--- src/rtl/bres_pkg.sv ---
package bres_pkg;
    typedef enum logic [1:0] {
        KIND_OTHER  = 2'b00,
        KIND_UNCOND = 2'b01,
        KIND_COND   = 2'b10,
        KIND_RSVD   = 2'b11
    } br_kind_e;

    typedef enum logic [1:0] {
        ST_EMPTY = 2'd0,
        ST_FINAL = 2'd1,
        ST_GUESS = 2'd2
    } res_state_e;
endpackage

--- src/rtl/bres_slot_eval.sv ---
module bres_slot_eval
    import bres_pkg::*;
#(
    parameter int PC_W   = 32,
    parameter int DISP_W = 16,
    parameter int CC_W   = 8,
    localparam int SEL_W = $clog2(CC_W)
) (
    input  logic              valid,
    input  logic [PC_W-1:0]   pc,
    input  logic [1:0]        kind,
    input  logic [DISP_W-1:0] disp,
    input  logic [SEL_W-1:0]  csel,
    input  logic              sense,
    input  logic [CC_W-1:0]   cc_bits,
    input  logic [CC_W-1:0]   cc_known,
    output logic              is_br,
    output logic [PC_W-1:0]   target,
    output logic              taken,
    output logic              settled
);
    logic backward;
    logic flag_known;

    assign backward   = disp[DISP_W-1];
    assign flag_known = cc_known[csel];
    assign target     = pc + {{(PC_W-DISP_W){disp[DISP_W-1]}}, disp};

    always_comb begin
        is_br   = 1'b0;
        taken   = 1'b0;
        settled = 1'b0;
        case (br_kind_e'(kind))
            KIND_UNCOND: begin
                is_br   = valid;
                taken   = 1'b1;
                settled = 1'b1;
            end
            KIND_COND: begin
                is_br = valid;
                if (flag_known) begin
                    taken   = (cc_bits[csel] == sense);
                    settled = 1'b1;
                end else begin
                    taken   = backward;
                    settled = 1'b0;
                end
            end
            default: ;
        endcase
    end
endmodule

--- src/rtl/bres_oldest_pick.sv ---
module bres_oldest_pick #(
    parameter int DEPTH = 8,
    localparam int IDX_W = $clog2(DEPTH)
) (
    input  logic [DEPTH-1:0] req,
    output logic             any,
    output logic [DEPTH-1:0] grant,
    output logic [IDX_W-1:0] idx
);
    always_comb begin
        grant = '0;
        idx   = '0;
        any   = |req;
        for (int i = DEPTH - 1; i >= 0; i--) begin
            if (req[i]) begin
                grant    = '0;
                grant[i] = 1'b1;
                idx      = IDX_W'(i);
            end
        end
    end

    always_comb begin
        assert_grant_onehot_R3: assert ($onehot0(grant));
        assert_grant_in_req_R3: assert ((grant & ~req) == '0);
    end
endmodule

--- src/rtl/bres_resolver.sv ---
module bres_resolver
    import bres_pkg::*;
#(
    parameter int DEPTH  = 8,
    parameter int PC_W   = 32,
    parameter int DISP_W = 16,
    parameter int CC_W   = 8,
    localparam int SEL_W = $clog2(CC_W),
    localparam int IDX_W = $clog2(DEPTH)
) (
    input  logic                    clk,
    input  logic                    rst_n,
    input  logic [DEPTH-1:0]        q_valid,
    input  logic [DEPTH*PC_W-1:0]   q_pc,
    input  logic [DEPTH*2-1:0]      q_kind,
    input  logic [DEPTH*DISP_W-1:0] q_disp,
    input  logic [DEPTH*SEL_W-1:0]  q_csel,
    input  logic [DEPTH-1:0]        q_sense,
    input  logic [CC_W-1:0]         cc_bits,
    input  logic [CC_W-1:0]         cc_known,
    output logic                    br_found,
    output logic [IDX_W-1:0]        br_index,
    output logic [PC_W-1:0]         br_target,
    output logic                    br_taken,
    output logic                    br_final
);
    logic [DEPTH-1:0] e_is_br, e_taken, e_settled;
    logic [PC_W-1:0]  e_target [DEPTH];

    for (genvar g = 0; g < DEPTH; g++) begin : g_slot
        bres_slot_eval #(.PC_W(PC_W), .DISP_W(DISP_W), .CC_W(CC_W)) u_eval (
            .valid   (q_valid[g]),
            .pc      (q_pc[g*PC_W +: PC_W]),
            .kind    (q_kind[g*2 +: 2]),
            .disp    (q_disp[g*DISP_W +: DISP_W]),
            .csel    (q_csel[g*SEL_W +: SEL_W]),
            .sense   (q_sense[g]),
            .cc_bits (cc_bits),
            .cc_known(cc_known),
            .is_br   (e_is_br[g]),
            .target  (e_target[g]),
            .taken   (e_taken[g]),
            .settled (e_settled[g])
        );
    end

    logic             sel_any;
    logic [DEPTH-1:0] sel_grant;
    logic [IDX_W-1:0] sel_idx;

    bres_oldest_pick #(.DEPTH(DEPTH)) u_pick (
        .req  (e_is_br),
        .any  (sel_any),
        .grant(sel_grant),
        .idx  (sel_idx)
    );

    logic       sel_final, sel_back;
    logic [1:0] sel_kind;
    assign sel_final = e_settled[sel_idx];
    assign sel_back  = q_disp[sel_idx*DISP_W + DISP_W - 1];
    assign sel_kind  = q_kind[sel_idx*2 +: 2];

    res_state_e state, state_nxt;

    always_comb begin
        unique case ({sel_any, sel_final})
            2'b11:   state_nxt = ST_FINAL;
            2'b10:   state_nxt = ST_GUESS;
            default: state_nxt = ST_EMPTY;
        endcase
    end

    always_ff @(posedge clk) begin
        if (!rst_n) state <= ST_EMPTY;
        else        state <= state_nxt;
    end

    always_ff @(posedge clk) begin
        if (!rst_n || !sel_any) begin
            br_index  <= '0;
            br_target <= '0;
            br_taken  <= 1'b0;
        end else begin
            br_index  <= sel_idx;
            br_target <= e_target[sel_idx];
            br_taken  <= e_taken[sel_idx];
        end
    end

    assign br_found = (state != ST_EMPTY);
    assign br_final = (state == ST_FINAL);

    assert_empty_quiet_R2: assert property (@(posedge clk) disable iff (!rst_n)
        !br_found |-> (!br_taken && !br_final && br_target == '0));

    assert_one_cycle_R9: assert property (@(posedge clk) disable iff (!rst_n)
        $past(rst_n) |-> (br_found == $past(sel_any)));

    assert_uncond_taken_R5: assert property (@(posedge clk) disable iff (!rst_n)
        ($past(rst_n) && $past(sel_any && sel_kind == KIND_UNCOND)) |-> (br_taken && br_final));

    assert_guess_dir_R7: assert property (@(posedge clk) disable iff (!rst_n)
        ($past(rst_n) && $past(sel_any && !sel_final)) |-> (br_taken == $past(sel_back)));
endmodule

--- config.mk ---
export PLATFORM = sky130hd
export DESIGN_NAME = bres_resolver
export DESIGN_NICKNAME = d
export VERILOG_FILES = /design/src/rtl/bres_pkg.sv /design/src/rtl/bres_slot_eval.sv /design/src/rtl/bres_oldest_pick.sv /design/src/rtl/bres_resolver.sv
export SDC_FILE = /design/constraint.sdc
export NUM_CORES = 1
export LEC_CHECK = 0
export ABC_AREA = 1
export BUFFER_PORTS_ARGS = -buffer_cell sky130_fd_sc_hd__buf_2
export CORE_MARGIN = 2
export CORE_UTILIZATION = 30
export CTS_BUF_LIST = sky130_fd_sc_hd__clkbuf_2 sky130_fd_sc_hd__clkbuf_4 sky130_fd_sc_hd__clkbuf_8
export CTS_CLUSTER_DIAMETER = 50
export DETAILED_ROUTE_END_ITERATION = 16
export HOLD_SLACK_MARGIN = 0.08
export PLACE_DENSITY = 0.48
export SLEW_MARGIN = 15
export SYNTH_ARGS = -nofsm -noshare
export SYNTH_HDL_FRONTEND = slang
export SYNTH_SLANG_ARGS = --single-unit
export TNS_END_PERCENT = 30
--- constraint.sdc ---
create_clock -name clk -period 2.3 [get_ports clk]
set_input_delay 0.115 -clock clk [delete_from_list [all_inputs] [get_ports clk]]
set_output_delay 0.115 -clock clk [all_outputs]
set_load 0.05 [all_outputs]
# Word level (Yosys, flattened, before mapping)
# Cells that the tools add are included.
[totals] regBits=38 inputBits=458 out_inout_bits=38 wordCells=151
[op_classes] addsub=8 order_cmp=10 eq_ne=27 muxes=88 n_bitwise=1 n_reduce_logical=13
[ops] op="adder 32 bit" count=8
[ops] op="binary-select mux 32 bit (select 3 bit)" count=1
[ops] op="two-way mux 32 bit" count=2
[ops] op="binary-select mux 1 bit (select 3 bit)" count=18
[ops] op="two-way mux 1 bit" count=42
[ops] op="less-than comparator 3 x 4 -> 1 bit (second input constant)" count=9
[ops] op="case mux 1 bit (2 select lines)" count=16
[ops] op="two-way mux 3 bit" count=8
[ops] op="== test 2 bit (second input constant)" count=10
[ops] op="== test 2 x 1 -> 1 bit (second input constant)" count=9
[ops] op="OR reduction 2 bit" count=8
[ops] op="== test 1 bit" count=8
[ops] op="OR reduction 8 bit" count=1
[ops] op="greater-or-equal comparator 4 bit (second input constant)" count=1
[ops] op="inverter 3 -> 4 bit" count=1
[ops] op="case mux 2 bit (2 select lines)" count=1
[ops] op="zero test 1 bit" count=2
[ops] op="nonzero test 2 bit" count=1
[ops] op="logical OR 1 bit" count=1

# Longest topological paths before layout
# Gate-level depths: netlist of run 1.
[depth] depth_word=15 mapped_depth=17 ltp_nobuf=17

# Modules after synthesis
# From an unflattened synthesis of run 1, not the netlist that was laid out.
[hier_totals] cells_unflattened=4611 hier_area_um2=23166.0
[by_module_without_submodules] mod="bres_slot_eval at g_slot[3].u_eval ..." instances=4 cells_per_inst=479 area_each_um2=2396.0 seq_area_each_um2=0.0
[by_module_without_submodules] mod="bres_slot_eval at g_slot[0].u_eval ..." instances=2 cells_per_inst=509 area_each_um2=2514.9 seq_area_each_um2=0.0
[by_module_without_submodules] mod="bres_resolver" instances=1 cells_per_inst=657 area_each_um2=3434.5 seq_area_each_um2=760.7
[by_module_without_submodules] mod="bres_slot_eval at g_slot[7].u_eval" instances=1 cells_per_inst=503 area_each_um2=2502.4 seq_area_each_um2=0.0
[by_module_without_submodules] mod="bres_slot_eval at g_slot[2].u_eval" instances=1 cells_per_inst=482 area_each_um2=2446.1 seq_area_each_um2=0.0
[by_module_without_submodules] mod="bres_oldest_pick" instances=1 cells_per_inst=35 area_each_um2=168.9 seq_area_each_um2=0.0

# Worst setup path after synthesis of run 1
# Ideal clock, no wire load.
[synth_timing] path_kind="input to register" from="in q_pc[224]" to="reg br_target[18]" t_arrival_ns=1.804 path_slack_ns=0.383 path_stages=15 path_cell_list="ha_1 -> fa_1 -> nand3_1 -> nand2_1 -> nand2_1 -> nand2_1 -> nand2_1 -> nand2_1 -> nand3_1 -> nand2_1 -> or2_2 -> nand3_1 -> nand3_1 -> nand3_1 -> nand2_1"
[synth_via] elab_chain_cells=4
[synth_rtl] item="start, declared" line="bres_resolver.sv:14" rtl="input logic [DEPTH*PC_W-1:0] q_pc,"
[synth_rtl] item="adder 32 bit" line="bres_slot_eval.sv:27" rtl="assign target = pc + {{(PC_W-DISP_W){disp[DISP_W-1]}}, disp};"
[synth_rtl] item="binary-select mux 32 bit (select 3 bit)" line="bres_resolver.sv:86" rtl="br_target <= e_target[sel_idx];"
[synth_rtl] item="two-way mux 32 bit (not written as such) (2 in series)" line="bres_resolver.sv:86"
[synth_rtl] item="end signal, assigned" line="bres_resolver.sv:86"
[synth_rtl] item="end, declared" line="bres_resolver.sv:23" rtl="output logic [PC_W-1:0] br_target,"
# Every way passes these cells. The select of a mux whose other input is x is not followed.
# A chain may end at the register's enable or synchronous reset.

# Final worst setup path of run 1
[layout_timing] from="in q_kind[14]" to="reg br_target[25]"
[layout_via] elab_chain_cells=15 elab_cells_between_ends=19 classes_between="2 x eq/ne; 12 x mux; 1 x bitwise; 4 x reduce/logical"
[layout_rtl] item="start, declared" line="bres_resolver.sv:15" rtl="input logic [DEPTH*2-1:0] q_kind,"
[layout_rtl] item="== test 2 x 1 -> 1 bit / == test 2 bit (equally long branches)" line="bres_slot_eval.sv:33" rtl="case (br_kind_e'(kind))"
[layout_rtl] item="OR reduction 2 bit (no source line) *"
[layout_rtl] item="two-way mux 1 bit *" line="bres_slot_eval.sv:33"
[layout_rtl] item="two-way mux 3 bit (8 in series)" line="bres_oldest_pick.sv:15" rtl="if (req[i]) begin"
[layout_rtl] item="inverter 3 -> 4 bit (not written as such)" line="bres_resolver.sv:86"
[layout_rtl] item="binary-select mux 32 bit (select 3 bit)" line="bres_resolver.sv:86"
[layout_rtl] item="two-way mux 32 bit (not written as such) (2 in series)" line="bres_resolver.sv:86"
# Every way passes the cells marked *; elsewhere a longest branch is shown, timed or not. The select of a mux whose other input is x is not followed.

==> impl_metrics.env, run 1 <==
export IMPL_status="completed"
export IMPL_ios=496
export IMPL_overflow=0
export IMPL_syn_to_final_growth_pct=29.1
export IMPL_htree_levels=2
export IMPL_synth_area_um2=23100
export IMPL_cts_made_buffers=5
export IMPL_grt_antenna_before_repair=16
export IMPL_max_slew_margin=0.662
export IMPL_cts_sinks=38
export IMPL_required_ns=2.53
export IMPL_hold_worst_slack_ns=0.311
export IMPL_ir_drop_v=0.000275
export IMPL_hold_buffers=0
export IMPL_synth_top_family_by_area="simple AND/OR/NAND/NOR gates"
export IMPL_antenna_left=0
export IMPL_synth_compound_area_share=0.101
export IMPL_drt_pass1_iter_count=6
export IMPL_drive_gt1_frac=0.165
export IMPL_worstSetupPathType="input port to flip-flop"
export IMPL_synth_xor_area_frac=0.0326
export IMPL_crit_top_cell="nand2_1"
export IMPL_cts_root_buf="clkbuf_8"
export IMPL_power_leakage_uw=0.0186
export IMPL_crit_slowest_cell="ha_1"
export IMPL_routed_wl_um=121000
export IMPL_drt_iter0_drc=2598
export IMPL_track_usage=0.293
export IMPL_async_flop_share=0
export IMPL_grt_pass1_vias=29700
export IMPL_finalCritPeriodShare=0.952
export IMPL_synth_nets=5447
export IMPL_min_path_type="input port to flip-flop"
export IMPL_ys_ff_latch=38
export IMPL_clk_pin_slew_ns=0.09
export IMPL_synth_edf_count=0
export IMPL_layout_nets=6271
export IMPL_cp_end_kind="flip-flop"
export IMPL_vias_per_cell=4.84
export IMPL_drv_cap=0
export IMPL_core_um2=76100
export IMPL_period_needed_ns=2.19
export IMPL_p_total_uw=11300
export IMPL_synth_warnings=0
export IMPL_cts_tree="built"
export IMPL_powerDensity_nw_per_um2=380
export IMPL_row_count=101
export IMPL_ctsLongestPathBuffers=2
export IMPL_setup_viol=0
export IMPL_cp_max_fo=10
export IMPL_dp_final_hpwl_um=108000
export IMPL_max_freq_ghz=0.457
export IMPL_yosys_most_used_dff="dfxtp_1"
export IMPL_grt_setup_unrepaired="yes"
export IMPL_drcViolationCount=0
export IMPL_place_congestion=1.02
export IMPL_grt_start_max_net_pins=41
export IMPL_synth_seq_area_share=0.0329
export IMPL_die_w_um=281
export IMPL_grt_pass1_wl_um=178000
export IMPL_crit_chain="buf_2, inv_1, ha_1, inv_2, nand2_1, o21ai_1, nand2_1, nand2_1, nand2_1, a21boi_4, buf_4, clkbuf_16, nand3_1, nand3_1, nand3_1, a21oi_1"
export IMPL_cpPeakStageDelay_ns=0.34
export IMPL_slew_violations=0
export IMPL_vias=31900
export IMPL_syn_inst=4717
export IMPL_postPlaceCellArea_um2=29600
export IMPL_critPathArrivalTime_ns=2.41
export IMPL_yosysUniqueCellTypes=39
export IMPL_initial_core_util=0.304
export IMPL_die_h_um=281
export IMPL_design_area_um2=29800
export IMPL_avgRoutedWirePerCell_um=18.3
export IMPL_io_buffer_count=495
export IMPL_synth_simple_area_share=0.526
export IMPL_muxShareOfSynthArea=0
export IMPL_die_area_um2=79200
export IMPL_synthAdderAreaFrac=0.150
export IMPL_syn_area_per_cell_um2=4.90
export IMPL_critPathLaunchType="input port"
export IMPL_finalHoldViolations=0
export IMPL_tightest_slew_ns=0.504
[layer usage]
metal  vias up  share of wire  track usage  wire, um
li1      16400              -            -         -
met1     14300           0.47        0.416     57200
met2      1028           0.45        0.487     53900
met3        88          0.059       0.0165      7060
met4         2          0.020       0.0608      2400
met5         -        0.00011            0        13
[critical path: cells and delay by family]
kind,cells,cell delay (ns)
and+or+nand+nor,7,0.77
AOI/OAI and AO/OA,3,0.57
adders and majority gates,1,0.34
buffers and inverters,5,0.60
[state kept, by name, summed over array words and instances, names as in the netlist]
register   flops
state          2
br_target     32
br_taken       1
br_index       3
[synth_stat cells (all sizes together) (18+ instances only)]
cell type,count,area (um^2)
buf,46,278
xnor2,20,175
o21bai,33,248
o21ai,101,509
ha,264,3300
nand2,1881,7060
xor2,66,578
nor3,45,225
or2,18,113
a21oi,246,1230
nor2,375,1410
dfxtp,38,761
o211ai,21,158
nand3b,29,218
nand3,547,2740
inv,878,3300
nand4,42,263
[power by group]
group          switching, uW  leakage [uW]  internal, uW
clock                    298     0.0000473           243
combinational           6270        0.0182          3480
sequential               259      0.000316           798
[layout by cell type, fill, tap and decap left out, types with 8 or more instances in the layout]
master,Yosys,final
buf_4,14,359
nand2_1,1880,1880
and2_1,11,11
o21bai_1,33,33
or2_2,11,11
dfxtp_1,38,38
nand3_1,547,542
xor2_1,66,66
o22ai_1,13,13
fa_1,8,8
o21ai_1,4,10
nand3b_1,29,29
diode_2,0,11
buf_12,0,16
a21oi_1,245,243
nand4_1,42,42
a21o_1,9,9
buf_2,30,492
inv_1,877,875
xnor2_1,20,20
o211ai_1,21,21
nor3_1,45,45
ha_1,264,263
o21ai_0,96,90
nor2_1,373,372
[timing repair]
item | CTS | global route
resized for setup | 0 | 25
setup buffers | 0 | 4
setup endpoints to repair | 0 | 22
[cell families after synthesis]
family                     count (synthesis)
and+or+nand+nor                         2957
adders and majority gates                272
AOI/OAI and AO/OA                        428
xor gates and xnor gates                  86
buffers and inverters                    936
DFF                                       38
[per-stage QoR]
| stage | utilization | setup TNS (ns) | instances | setup WS, ns |
|---|---|---|---|---|
| after detailed placement | 0.389 | -4.48 | 6559 | -0.294 |
| after global placement | 0.389 | -4.44 | 6559 | -0.283 |
| after CTS | 0.390 | 0 | 6567 | 0.00687 |
| after global routing | 0.392 | -0.0370 | 6582 | -0.0192 |
| final | 0.392 | 0 | 6583 | 0.111 |
| after floorplan | - | 0 | 4717 | 0.383 |
[final timing paths]
kind,start,slack [ns],end,cells after the start
min,rst_n,0.31,state[0]$_SDFF_PN0_,4
max,q_kind[14],0.11,br_target[25]$_SDFF_PP0_,16
[layout make-up]
class	count	area (um^2)
Tap cell	1030	1290
Clock buffer	6	82.6
Sequential cell	38	761
Inverter	878	3300
Timing Repair Buffer	875	5570
Multi-Input combinational cell	3743	18800
Fill cell	9066	46300
Antenna cell	11	27.5
Clock inverter	2	12.5
Power figures use the tool's default switching activity.
==> run 2: changes to the inputs <==
--- a/config.mk
+++ b/config.mk
@@ -5,7 +5,7 @@
 export SDC_FILE = /design/constraint.sdc
 export NUM_CORES = 1
 export LEC_CHECK = 0
-export ABC_AREA = 1
+export ABC_AREA = 0
 export BUFFER_PORTS_ARGS = -buffer_cell sky130_fd_sc_hd__buf_2
 export CORE_MARGIN = 2
 export CORE_UTILIZATION = 30
@@ -13,7 +13,8 @@
 export CTS_CLUSTER_DIAMETER = 50
 export DETAILED_ROUTE_END_ITERATION = 16
 export HOLD_SLACK_MARGIN = 0.08
-export PLACE_DENSITY = 0.48
+export PLACE_DENSITY = 0.5
+export REMOVE_ABC_BUFFERS = 1
 export SLEW_MARGIN = 15
 export SYNTH_ARGS = -nofsm -noshare
 export SYNTH_HDL_FRONTEND = slang
==> impl_metrics.env, run 2 <==
export IMPL_grt_pass1_vias=21900
export IMPL_power_leakage_uw=0.0137
export IMPL_cts_sinks=38
export IMPL_ios=496
export IMPL_syn_inst=2235
export IMPL_grt_antenna_before_repair=16
export IMPL_ctsLongestPathBuffers=2
export IMPL_yosysUniqueCellTypes=89
export IMPL_synth_area_um2=16700
export IMPL_row_count=86
export IMPL_yosys_most_used_dff="dfxtp_1"
export IMPL_max_slew_margin=0.476
export IMPL_required_ns=2.55
export IMPL_cts_tree="built"
export IMPL_dp_final_hpwl_um=70400
export IMPL_htree_levels=2
export IMPL_vias=22400
export IMPL_powerDensity_nw_per_um2=406
export IMPL_design_area_um2=27700
export IMPL_yosys_area_top_type="ha_1"
export IMPL_netlist_top_cells_count="264 x ha_1, 244 x a21oi_1, 182 x nand2_1"
export IMPL_slew_violations=0
export IMPL_drive_gt1_frac=0.460
export IMPL_finalHoldViolations=0
export IMPL_track_usage=0.270
export IMPL_layout_nets=4206
export IMPL_crit_start="q_pc[32]"
export IMPL_clk_pin_slew_ns=0.10
export IMPL_grt_start_max_net_pins=34
export IMPL_largest_register_ffs=32
export IMPL_hold_buffers=0
export IMPL_min_path_type="input port to flip-flop"
export IMPL_finalCritPeriodShare=1.28
export IMPL_worst_slack_ns=-0.640
export IMPL_die_h_um=240
export IMPL_cp_max_fo=2
export IMPL_synth_area_leaders="ha_1 20%, a21oi_1 7.3%, a21o_1 6.3%"
export IMPL_yosysMostFrequentCell="ha_1"
export IMPL_preCtsSetupSlack_ns=-1.27
export IMPL_cts_root_buf="clkbuf_8"
export IMPL_violations="setup timing"
export IMPL_mostFrequentLayoutCell="buf_4"
export IMPL_drv_cap=0
export IMPL_worstSetupPathType="input port to flip-flop"
export IMPL_core_um2=55100
export IMPL_drcViolationCount=0
export IMPL_ir_drop_v=0.000220
export IMPL_place_congestion=0.956
export IMPL_critPathCapture="br_target[30]$_SDFF_PP0_"
export IMPL_overflow=0
export IMPL_routed_wl_um=81900
export IMPL_regMostFlops="br_target"
export IMPL_antenna_left=0
export IMPL_cp_end_kind="flip-flop"
export IMPL_critPathArrivalTime_ns=3.19
export IMPL_die_w_um=240
export IMPL_yosysTopAreaCellShare=0.197
export IMPL_tightest_slew_ns=0.775
export IMPL_syn_to_final_growth_pct=65.7
export IMPL_io_buffer_count=495
export IMPL_die_area_um2=57700
export IMPL_synth_edf_count=0
export IMPL_initial_core_util=0.304
export IMPL_grt_setup_unrepaired="yes"
export IMPL_synth_seq_area_share=0.0454
export IMPL_syn_area_per_cell_um2=7.49
export IMPL_critPathLaunchType="input port"
export IMPL_avgRoutedWirePerCell_um=19.3
export IMPL_drt_pass1_iter_count=7
export IMPL_layout_common_cells="790 x buf_4, 489 x buf_2, 242 x ha_1, 212 x a21oi_1, 179 x nand2_1"
export IMPL_vias_per_cell=5.27
export IMPL_postPlaceCellArea_um2=25700
export IMPL_max_freq_ghz=0.340
export IMPL_period_needed_ns=2.94
export IMPL_synth_warnings=0
export IMPL_ys_ff_latch=38
export IMPL_grt_pass1_wl_um=120000
export IMPL_setup_viol=27
export IMPL_async_flop_share=0
export IMPL_hp_start="rst_n"
export IMPL_cts_made_buffers=5
export IMPL_status="finished with violations"
export IMPL_drt_iter0_drc=1315
export IMPL_reg_largest_list="br_target x32, br_index x3, state x2"
run 2: area by class of cell:
cell class	count	area, um^2
clock buffer	6	82.6
inverter	62	233
tap	748	936
fill	5465	27400
antenna	16	40.0
sequential	38	761
timing repair buffer	1299	8640
clock inverter	2	60.1
multi-input combinational	2070	17000
run 2: cell families (layout without fill, tap and decap cells):
logic type | Yosys count | after routing | synth area share
AOI/OAI and AO/OA | 915 | 915 | 0.360
muxes | 69 | 69 | 0.0714
buffers and inverters | 127 | 1369 | 0.0289
and+or+nand+nor | 579 | 579 | 0.165
other | 0 | 16 | 0
adders and majority gates | 272 | 272 | 0.207
DFF | 38 | 38 | 0.0454
xor gates and xnor gates | 235 | 235 | 0.123
run 2: where the power goes:
| group | internal [uW] | leakage, uW | switching (uW) |
|---|---|---|---|
| registers | 814 | 0.000316 | 86.0 |
| logic | 4430 | 0.0134 | 5160 |
| clock network | 464 | 0.0000715 | 319 |
run 2: what timing repair did:
item	CTS	global route
gates resized for setup	116	209
hold endpoints to repair	0	0
pin swaps	59	130
setup buffers	14	23
endpoints found under the setup margin	26	34
run 2: worst min-delay path by stage:
| stage | endpoint | slack (ns) | cells after the start |
|---|---|---|---|
| global placement | state[1]$_SDFF_PN0_ | 0.57 | 4 |
| CTS | state[1]$_SDFF_PN0_ | 0.24 | 4 |
| finish | br_target[9]$_SDFF_PP0_ | 0.24 | 4 |
| global route | state[0]$_SDFF_PN0_ | 0.27 | 4 |
| detailed placement | br_target[1] | 0.59 | 1 |
| floorplan | state[1]$_SDFF_PN0_ | 0.31 | 2 |
run 2: stage by stage:
stage	power [uW]	utilization	instances	hold WS [ns]	TNS (ns)
6_report	11300	0.504	4241	0.241	-7.72
5_1_grt	12000	0.503	4240	0.271	-11.49
4_1_cts	10700	0.480	4204	0.240	-8.27
3_5_place_dp	9640	0.467	4182	0.586	-25.77
3_3_place_gp	9590	0.467	4182	0.572	-25.16
2_1_floorplan	5530	-	2170	0.309	-50.42
run 2: per-layer routing:
metal | vias to the layer above | wire, um | global-route usage
li1 | 11100 | - | -
met1 | 10600 | 37000 | 0.360
met2 | 604 | 39400 | 0.476
met3 | 94 | 3370 | 0.0104
met4 | 2 | 2140 | 0.0683
met5 | - | 13 | 0
run 2: worst max-delay path, stage by stage:
cell	delay [ns]
buf_6	0.10
ha_4	0.15
fa_2	0.36
a21o_1	0.17
a21o_1	0.19
a2111oi_4	0.44
nor4_2	0.08
or4_4	0.54
o2bb2ai_2	0.17
a31oi_1	0.20
xnor2_1	0.19
o21ai_1	0.10
a211o_1	0.29
o32ai_2	0.10
==> run 3: changes to the inputs <==
--- a/config.mk
+++ b/config.mk
@@ -13,7 +13,6 @@
 export CTS_CLUSTER_DIAMETER = 50
 export DETAILED_ROUTE_END_ITERATION = 16
 export HOLD_SLACK_MARGIN = 0.08
-export PLACE_DENSITY = 0.5
 export REMOVE_ABC_BUFFERS = 1
 export SLEW_MARGIN = 15
 export SYNTH_ARGS = -nofsm -noshare
==> impl_metrics.env, run 3 (same netlist as run 2, synthesis figures left out) <==
export IMPL_status="finished with violations"
export IMPL_violations="setup timing"
export IMPL_cts_made_buffers=5
export IMPL_drt_iter0_drc=1205
export IMPL_grt_pass1_vias=21500
export IMPL_io_buffer_count=495
export IMPL_fillers=5487
export IMPL_core_um2=55100
export IMPL_die_w_um=240
export IMPL_reg_largest_list="br_target x32, br_index x3, state x2"
export IMPL_regMostFlops="br_target"
export IMPL_hold_buffers=0
export IMPL_grt_pass1_wl_um=118000
export IMPL_avgRoutedWirePerCell_um=18.6
export IMPL_grt_setup_unrepaired="yes"
export IMPL_initial_core_util=0.304
export IMPL_mostFrequentLayoutCell="buf_4"
export IMPL_cpPeakStageDelay_ns=0.58
export IMPL_dp_final_hpwl_um=68600
export IMPL_period_needed_ns=2.93
export IMPL_die_h_um=240
export IMPL_p_total_uw=11100
export IMPL_design_area_um2=27700
export IMPL_drcViolationCount=0
export IMPL_track_usage=0.264
export IMPL_vias_per_cell=5.20
export IMPL_crit_chain="buf_6, ha_4, fa_2, a21o_1, a21o_1, a2111oi_4, nor4_2, or4_4, o2bb2ai_4, buf_4, buf_6, xnor2_2, a21oi_1, o22ai_1, o22ai_1"
export IMPL_slew_violations=0
export IMPL_drv_cap=0
export IMPL_cp_end_kind="flip-flop"
export IMPL_die_area_um2=57700
export IMPL_critPathArrivalTime_ns=3.19
export IMPL_vias=22200
export IMPL_postPlaceCellArea_um2=25900
export IMPL_power_leakage_uw=0.0138
export IMPL_largest_register_ffs=32
export IMPL_syn_to_final_growth_pct=65.4
export IMPL_clk_pin_slew_ns=0.10
export IMPL_antenna_left=0
export IMPL_setup_viol=24
export IMPL_cts_sinks=38
export IMPL_required_ns=2.56
export IMPL_max_slew_margin=0.545
export IMPL_ctsLongestPathBuffers=2
export IMPL_placed_cells=4203
export IMPL_worstSetupPathType="input port to flip-flop"
export IMPL_row_count=86
export IMPL_finalCritPeriodShare=1.27
export IMPL_overflow=0
export IMPL_tightest_slew_ns=0.674
export IMPL_crit_slowest_cell="or4_4"
export IMPL_layout_common_cells="818 x buf_4, 482 x buf_2, 240 x ha_1, 208 x a21oi_1, 181 x nand2_1"
export IMPL_ios=496
export IMPL_hold_worst_slack_ns=0.169
export IMPL_grt_start_max_net_pins=35
export IMPL_drt_pass1_iter_count=5
export IMPL_grt_antenna_before_repair=32
export IMPL_cts_tree="built"
export IMPL_layout_nets=4230
export IMPL_max_freq_ghz=0.342
export IMPL_htree_levels=2
export IMPL_multi_input_area_um2=16700
export IMPL_cts_root_buf="clkbuf_8"
export IMPL_worst_slack_ns=-0.627
export IMPL_powerDensity_nw_per_um2=402
export IMPL_min_path_type="input port to flip-flop"
export IMPL_finalHoldViolations=0
export IMPL_final_cells=4268
export IMPL_cp_max_fo=2
export IMPL_critPathLaunchType="input port"
export IMPL_ir_drop_v=0.000221
export IMPL_drive_gt1_frac=0.454
export IMPL_place_congestion=0.980
export IMPL_final_seq_area_um2=761
export IMPL_routed_wl_um=79300
## run 3: changes by cell type in the layout (fill, tap and decap cells not counted), sizes merged
| cell | change |
|---|---|
| diode | +3 |
| buf | +26 |
| clkbuf | -2 |
## run 3: layer usage
layer	global-route usage	share of wire	up-vias
li1	-	-	11100
met1	0.343	0.44	10300
met2	0.457	0.47	606
met3	0.0367	0.056	121
met4	0.0668	0.025	32
met5	0	0.0024	-
## run 3: layout make-up
class | count | share of cell area
diodes | 19 | 0.00172
well taps | 748 | 0.0338
clock buffers | 6 | 0.00298
flip-flops and latches | 38 | 0.0275
multi-input cells | 2070 | 0.604
inverters | 62 | 0.00841
clock inverters | 2 | 0.00217
repair buffers | 1323 | 0.320
## run 3: worst max-delay path, delay by kind of cell
family / cells / cell delay, ns
adders and majority gates: 2 / 0.49
and+or+nand+nor: 2 / 0.69
AOI/OAI and AO/OA: 7 / 1.43
xor gates and xnor gates: 1 / 0.12
buffers and inverters: 3 / 0.36
## run 3: through the flow
step,setup TNS (ns),util,worst slack [ns]
after floorplan,-50.42,-,-2.46
after global placement,-23.91,0.470,-1.21
after detailed placement,-24.51,0.470,-1.26
after CTS,-7.25,0.488,-0.582
after global routing,-10.74,0.502,-0.718
final,-7.67,0.502,-0.627
## run 3: power breakdown
part	total, uW	switching, uW	internal, uW
combinational	9440	5010	4430
clock	794	330	464
sequential	894	80.3	813
total	11100	5420	5710
## run 3: final timing paths
| path | startpoint | end | slack (ns) | depth (start not counted) |
|---|---|---|---|---|
| hold / removal | rst_n | state[1]$_SDFF_PN0_ | 0.17 | 4 |
| setup / recovery | q_disp[16] | br_target[22]$_SDFF_PP0_ | -0.63 | 15 |
## run 3: timing repair
item,4_1_cts,5_1_grt
buffers inserted,24,14
endpoints found under the setup margin,25,34
pin swaps,91,93
gates resized for setup,143,130
